<file path="config.mk">
export PLATFORM = sky130hd
export DESIGN_NAME = dram_cycle_seq
export DESIGN_NICKNAME = d
export VERILOG_FILES = /design/src/rtl/dseq_pkg.sv /design/src/rtl/dseq_ctrl.sv /design/src/rtl/dseq_pins.sv /design/src/rtl/dram_cycle_seq.sv
export SDC_FILE = /design/constraint.sdc
export NUM_CORES = 1
export LEC_CHECK = 0
export BUFFER_PORTS_ARGS = -buffer_cell sky130_fd_sc_hd__buf_4
export CORE_UTILIZATION = 50
export CTS_BUF_LIST = sky130_fd_sc_hd__clkbuf_2 sky130_fd_sc_hd__clkbuf_4 sky130_fd_sc_hd__clkbuf_8
export CTS_CLUSTER_DIAMETER = 30
export DETAILED_ROUTE_END_ITERATION = 12
export GPL_TIMING_DRIVEN = 0
export PLACE_DENSITY = 0.82
export REMOVE_ABC_BUFFERS = 1
export SLEW_MARGIN = 25
export SYNTH_ARGS = -nofsm -noshare
export SYNTH_HDL_FRONTEND = slang
export SYNTH_SLANG_ARGS = --single-unit
</file>
<file path="constraint.sdc">
create_clock -name clk -period 2.03 [get_ports clk]
set_input_delay 0.3045 -clock clk [delete_from_list [all_inputs] [get_ports clk]]
set_output_delay 0.3045 -clock clk [all_outputs]
set_load 0.005 [all_outputs]
</file>
<file path="src/rtl/dseq_pkg.sv">
package dseq_pkg;

    // Bus phase of one DRAM access
    typedef enum logic [2:0] {
        PH_IDLE = 3'd0,
        PH_PRE  = 3'd1,
        PH_ROW  = 3'd2,
        PH_HOLD = 3'd3,
        PH_COL1 = 3'd4,
        PH_COL2 = 3'd5
    } phase_t;

    localparam int LANE_N = 2;  // upper and lower byte lane

endpackage

</file>
<file path="src/rtl/dseq_ctrl.sv">
module dseq_ctrl
    import dseq_pkg::*;
#(
    parameter int ROW_W  = 12,
    parameter int COL_W  = 10,
    parameter int DATA_W = 16,
    parameter int HOLD_W = 2
) (
    input  logic              clk,
    input  logic              rst_n,
    input  logic              req_valid_i,
    input  logic              req_write_i,
    input  logic [LANE_N-1:0] req_lanes_i,
    input  logic [ROW_W-1:0]  req_row_i,
    input  logic [COL_W-1:0]  req_col_i,
    input  logic [DATA_W-1:0] req_wdata_i,
    input  logic [HOLD_W-1:0] cfg_hold_i,
    input  logic [DATA_W-1:0] dq_in_i,
    output phase_t            phase_o,
    output logic              ready_o,
    output logic              write_o,
    output logic [LANE_N-1:0] lanes_o,
    output logic [ROW_W-1:0]  row_o,
    output logic [COL_W-1:0]  col_o,
    output logic [DATA_W-1:0] wdata_o,
    output logic              done_o,
    output logic [DATA_W-1:0] rdata_o
);

    typedef struct packed {
        phase_t              phase;
        logic [HOLD_W-1:0]   cnt;
        logic                wr;
        logic [LANE_N-1:0]   lanes;
        logic [ROW_W-1:0]    row;
        logic [COL_W-1:0]    col;
        logic [DATA_W-1:0]   wdata;
        logic                done;
        logic [DATA_W-1:0]   rdata;
    } seq_s;

    seq_s s_d, s_q;

    always_comb begin
        s_d      = s_q;
        s_d.done = 1'b0;
        case (s_q.phase)
            PH_IDLE: begin
                if (req_valid_i) begin
                    s_d.phase = PH_PRE;
                    s_d.cnt   = cfg_hold_i;
                    s_d.wr    = req_write_i;
                    s_d.lanes = req_lanes_i;
                    s_d.row   = req_row_i;
                    s_d.col   = req_col_i;
                    s_d.wdata = req_wdata_i;
                end
            end
            PH_PRE: begin
                s_d.phase = PH_ROW;
            end
            PH_ROW: begin
                if (s_q.cnt == '0) begin
                    s_d.phase = PH_COL1;
                end else begin
                    s_d.phase = PH_HOLD;
                    s_d.cnt   = s_q.cnt - HOLD_W'(1);
                end
            end
            PH_HOLD: begin
                if (s_q.cnt == '0) begin
                    s_d.phase = PH_COL1;
                end else begin
                    s_d.cnt = s_q.cnt - HOLD_W'(1);
                end
            end
            PH_COL1: begin
                s_d.phase = PH_COL2;
            end
            PH_COL2: begin
                s_d.phase = PH_IDLE;
                s_d.done  = 1'b1;
                if (!s_q.wr) begin
                    s_d.rdata = dq_in_i;
                end
            end
            default: begin
                s_d.phase = PH_IDLE;
            end
        endcase
    end

    always_ff @(posedge clk or negedge rst_n) begin
        if (!rst_n) begin
            s_q <= '0;
        end else begin
            s_q <= s_d;
        end
    end

    assign phase_o = s_q.phase;
    assign ready_o = (s_q.phase == PH_IDLE);
    assign write_o = s_q.wr;
    assign lanes_o = s_q.lanes;
    assign row_o   = s_q.row;
    assign col_o   = s_q.col;
    assign wdata_o = s_q.wdata;
    assign done_o  = s_q.done;
    assign rdata_o = s_q.rdata;

endmodule

</file>
<file path="src/rtl/dseq_pins.sv">
module dseq_pins
    import dseq_pkg::*;
#(
    parameter int ROW_W  = 12,
    parameter int COL_W  = 10,
    parameter int DATA_W = 16,
    parameter int AW     = 12
) (
    input  phase_t            phase_i,
    input  logic              write_i,
    input  logic [LANE_N-1:0] lanes_i,
    input  logic [ROW_W-1:0]  row_i,
    input  logic [COL_W-1:0]  col_i,
    input  logic [DATA_W-1:0] wdata_i,
    output logic [AW-1:0]     addr_o,
    output logic              ras_n_o,
    output logic [LANE_N-1:0] cas_n_o,
    output logic              we_n_o,
    output logic              oe_n_o,
    output logic              bs_n_o,
    output logic              dq_oe_o,
    output logic [DATA_W-1:0] dq_out_o
);

    logic col_phase;

    always_comb begin
        addr_o    = '0;
        ras_n_o   = 1'b1;
        bs_n_o    = 1'b1;
        col_phase = 1'b0;
        case (phase_i)
            PH_PRE: begin
                addr_o = AW'(row_i);
                bs_n_o = 1'b0;
            end
            PH_ROW, PH_HOLD: begin
                addr_o  = AW'(row_i);
                ras_n_o = 1'b0;
            end
            PH_COL1, PH_COL2: begin
                addr_o    = AW'(col_i);
                ras_n_o   = 1'b0;
                col_phase = 1'b1;
            end
            default: begin
                addr_o = '0;
            end
        endcase
    end

    assign we_n_o   = !(col_phase && write_i);
    assign oe_n_o   = !(col_phase && !write_i);
    assign dq_oe_o  = col_phase && write_i;
    assign dq_out_o = wdata_i;

    // one column strobe per byte lane
    for (genvar g = 0; g < LANE_N; g++) begin : g_cas
        assign cas_n_o[g] = !((phase_i == PH_COL2) && lanes_i[g]);
    end

endmodule

</file>
<file path="src/rtl/dram_cycle_seq.sv">
module dram_cycle_seq
    import dseq_pkg::*;
#(
    parameter int ROW_W  = 12,
    parameter int COL_W  = 10,
    parameter int DATA_W = 16,
    parameter int HOLD_W = 2
) (
    input  logic                                    clk,
    input  logic                                    rst_n,
    input  logic                                    req_valid,
    output logic                                    req_ready,
    input  logic                                    req_write,
    input  logic [1:0]                              req_lanes,
    input  logic [ROW_W-1:0]                        req_row,
    input  logic [COL_W-1:0]                        req_col,
    input  logic [DATA_W-1:0]                       req_wdata,
    input  logic [HOLD_W-1:0]                       cfg_hold,
    output logic [((ROW_W>COL_W)?ROW_W:COL_W)-1:0]  mem_addr,
    output logic                                    ras_n,
    output logic                                    cas_hi_n,
    output logic                                    cas_lo_n,
    output logic                                    we_n,
    output logic                                    oe_n,
    output logic                                    bs_n,
    output logic [DATA_W-1:0]                       dq_out,
    output logic                                    dq_oe,
    input  logic [DATA_W-1:0]                       dq_in,
    output logic                                    done,
    output logic [DATA_W-1:0]                       rd_data
);

    localparam int AW = (ROW_W > COL_W) ? ROW_W : COL_W;

    phase_t            phase;
    logic              lat_wr;
    logic [LANE_N-1:0] lat_lanes;
    logic [ROW_W-1:0]  lat_row;
    logic [COL_W-1:0]  lat_col;
    logic [DATA_W-1:0] lat_wdata;
    logic [LANE_N-1:0] cas_n;

    dseq_ctrl #(
        .ROW_W  (ROW_W),
        .COL_W  (COL_W),
        .DATA_W (DATA_W),
        .HOLD_W (HOLD_W)
    ) u_ctrl (
        .clk         (clk),
        .rst_n       (rst_n),
        .req_valid_i (req_valid),
        .req_write_i (req_write),
        .req_lanes_i (req_lanes),
        .req_row_i   (req_row),
        .req_col_i   (req_col),
        .req_wdata_i (req_wdata),
        .cfg_hold_i  (cfg_hold),
        .dq_in_i     (dq_in),
        .phase_o     (phase),
        .ready_o     (req_ready),
        .write_o     (lat_wr),
        .lanes_o     (lat_lanes),
        .row_o       (lat_row),
        .col_o       (lat_col),
        .wdata_o     (lat_wdata),
        .done_o      (done),
        .rdata_o     (rd_data)
    );

    dseq_pins #(
        .ROW_W  (ROW_W),
        .COL_W  (COL_W),
        .DATA_W (DATA_W),
        .AW     (AW)
    ) u_pins (
        .phase_i  (phase),
        .write_i  (lat_wr),
        .lanes_i  (lat_lanes),
        .row_i    (lat_row),
        .col_i    (lat_col),
        .wdata_i  (lat_wdata),
        .addr_o   (mem_addr),
        .ras_n_o  (ras_n),
        .cas_n_o  (cas_n),
        .we_n_o   (we_n),
        .oe_n_o   (oe_n),
        .bs_n_o   (bs_n),
        .dq_oe_o  (dq_oe),
        .dq_out_o (dq_out)
    );

    assign cas_hi_n = cas_n[1];
    assign cas_lo_n = cas_n[0];

endmodule

</file>
==> impl_metrics.csv <==
group,metric,value,unit
route,antenna_left,0,
place,placed_area,0.00354,mm2
finish,diodes,0,
floorplanning,die_height,77.8,um
finish,fin_area,0.00380,mm2
route,vias,1845,
critical_path,r2r_end,"u_ctrl.wdata_o[10]",
sta,tightestPinTransition,0.782,ns
critical_path,r2r_cells,5,
synth,synth_top_area_share,54.8,%
status,status,"finished, final reports clean",
route,drt-initial-drc-count,74,
critical_path,cp_max_fo,8,
floorplanning,initial_core_util,51.9,%
finish,drive_above_1_share,68.1,%
critical_path,critical_path_class,"reg2reg",
critical_path,path_buf_inv,3,
finish,fin_nets,359,
critical_path,rrSetupSlack,0.13,ns
critical_path,slowest_delay,0.47,ns
critical_path,crit_chain,"nor4b_4 > buf_4 > buf_2 > clkbuf_4 > mux2_2",
route,remaining_drc_errors,0,
global_route,grt_max_degree,64,
critical_path,slowest_stage,"dfrtp_1",
critical_path,required,2.24,ns
synth,ys_ff_latch,63,
critical_path,crit_path_end_kind,"flip-flop",
clock_network,cts_tree,"done",
synth,yosysSeqAreaShare,54.8,%
finish,area_growth,32.1,%
global_route,grt_overflow,0,
global_route,grt_pass1_vias,1948,
synth,avgSynthCellArea,14.1,um2
clock_network,cts_buffers,9,
critical_path,critical_path.top_delay_family,"buffers and inverters",
route,finalWirelength,5.53,mm
place,hpwl,4.00,mm
synth,ys_types,27,
power_and_ir_drop,p_leak,0.00186,uW
route,dr.pass1.iters,4,
synth,synth.area.top_cells,"dfrtp_1, mux2_2, buf_4",
global_route,antenna_found_initial,0,
sta,slew_headroom,47.9,%
synth,yosys.area.top_type,"dfrtp_1",
clock_network,root_buffer,"clkbuf_8",
floorplanning,rows,27,
power_and_ir_drop,power_density,1570,mW/mm2
floorplanning,ios,115,
sta,rsz0062_at_grt,"no",
sta,finalCritPeriodShare,93.8,%
finish,fillers,421,
worst_hold_path,min_path_type,"in2async",
floorplanning,coreArea,0.00554,mm2
sta,finalClockSkew,0.00749,ns
flow_run,cap_violations,0,
power_and_ir_drop,peakVddDrop,0.000803,V
sta,min_period,1.90,ns
synth,yosys_warnings,0,
clock_network,ctsHoldBuffers,0,
synth,synth_edf_count,0,
sta,slew_violations,0,
critical_path,cp-start-kind,"flip-flop",
synth,synth_ff_type,"dfrtp_1",
floorplanning,die_width,77.8,um
clock_network,cts.path.max_buffers,2,
synth,syn_inst,204,
sta,clock.fmax,525,MHz
sta,finalHoldViolations,0,
global_route,grt_usage,19.4,%
floorplanning,dieArea,0.00606,mm2
finish,postLayoutCoreUtil,68.6,%
sta,timing.hold.ws,0.0600,ns
clock_network,cts.reportedPaths.clkPinSlew,0.07,ns
synth,synthArstFlopShare,100,%
global_route,grt_pass1_wl,8.98,mm
critical_path,reg2reg_from,"u_ctrl.phase_o[0]",
place,gp_congestion,0.722,
place,port_buffers,114,
critical_path,crit_arrival,2.11,ns
route,wl_per_cell,14.8,um
synth,syn_area,0.00288,mm2
clock_network,cts_sinks,63,
route,vias_per_cell,4.95,
clock_network,clock_latency,0.32,ns
clock_network,cts_htree_levels,3,
sta,setup_viol,0,
-- repair_timing --
action / in CTS / in global routing
setup buffers: 1 / 2
gates resized for setup: 5 / 3
setup endpoints to repair: 32 / 31
pin swaps: 1 / 1
hold endpoints to repair: 0 / 0
-- cells in the mapped netlist (all sizes together), types with 2 or more instances --
| cell type | number |
|---|---|
| inv | 4 |
| buf | 40 |
| and2 | 2 |
| clkbuf | 2 |
| nor3 | 2 |
| nor2 | 4 |
| mux2 | 57 |
| dfrtp | 63 |
| nand2b | 2 |
| a22o | 11 |
| nand2 | 5 |
| nor2b | 2 |
-- flip-flops by register name, summed over array words and instances (netlist names) --
signal,cells
u_ctrl.rdata_o,16
u_ctrl.wdata_o,16
u_ctrl.row_o,12
u_ctrl.col_o,10
u_ctrl.phase_o,3
u_ctrl.lanes_o,2
u_ctrl.s_q,2
u_ctrl.done_o,1
u_ctrl.write_o,1
-- through the flow --
stage / power [uW] / TNS (ns) / setup slack, ns / cells
finish: 5950 / 0 / 0.126 / 373
global route: 6340 / 0 / 0.0101 / 373
CTS: 5980 / 0 / 0.0201 / 372
detailed placement: 4800 / -3.09 / -0.194 / 355
global placement: 4580 / -265.02 / -6.18 / 348
floorplan: 3550 / -165.75 / -3.90 / 162
-- cell type report --
class / count / area, um2 / area share, %
Tap cell: 72 / 90.1 / 2.37
Clock buffer: 13 / 173 / 4.55
Clock inverter: 3 / 40.0 / 1.05
Multi-Input combinational cell: 95 / 987 / 26.0
Inverter: 4 / 15.0 / 0.395
Sequential cell: 63 / 1580 / 41.5
Timing Repair Buffer: 123 / 916 / 24.1
-- report_power, final --
group          internal, uW  switching, uW
logic                  1660            879
registers              1880            395
clock network           678            448
-- worst max-delay path by stage --
stage | startpoint | to | slack [ns] | cells after the start
6_report | u_ctrl.phase_o[0] | u_ctrl.wdata_o[10] | 0.13 | 5
5_1_grt | u_ctrl.phase_o[1] | mem_addr[1] | 0.01 | 4
4_1_cts | u_ctrl.phase_o[2] | u_ctrl.wdata_o[10] | 0.02 | 5
3_5_place_dp | u_ctrl.phase_o[1] | u_ctrl.wdata_o[11] | -0.19 | 5
3_3_place_gp | u_ctrl.phase_o[1] | u_ctrl.row_o[2] | -6.18 | 2
2_1_floorplan | u_ctrl.phase_o[1] | u_ctrl.s_q[58] | -3.90 | 3
-- cell families (layout without fill, tap and decap cells) --
family                   after synthesis  in the layout  synth area share [%]
AO/OA/AOI/OAI                         15             15                  4.70
adder cells (fa/ha/maj)                1              1                 0.435
buffers and inverters                 46            143                  11.7
flip-flops                            63             63                  54.8
multiplexers                          57             57                  23.6
AND/OR/NAND/NOR                       22             22                  4.66
-- cells in the final DEF, fill, tap and decap left out, types with 2 or more instances in the layout --
cell type,n
a22o_1,11
and2_1,2
buf_2,3
buf_4,119
clkbuf_4,2
clkbuf_8,12
clkinv_2,2
dfrtp_1,62
inv_1,4
mux2_2,47
mux2_4,10
nand2_1,5
nand2b_1,2
nor2_1,2
nor3_1,2
-- per-layer routing --
layer / vias to the layer above / routed length, um / track usage, %
li1: 856 / - / -
met1: 916 / 2250 / 22.0
met2: 63 / 2880 / 34.6
met3: 10 / 276 / 4.12
met4: 0 / 121 / 9.25
met5: - / 0 / 0
Power figures use the tool's default switching activity.
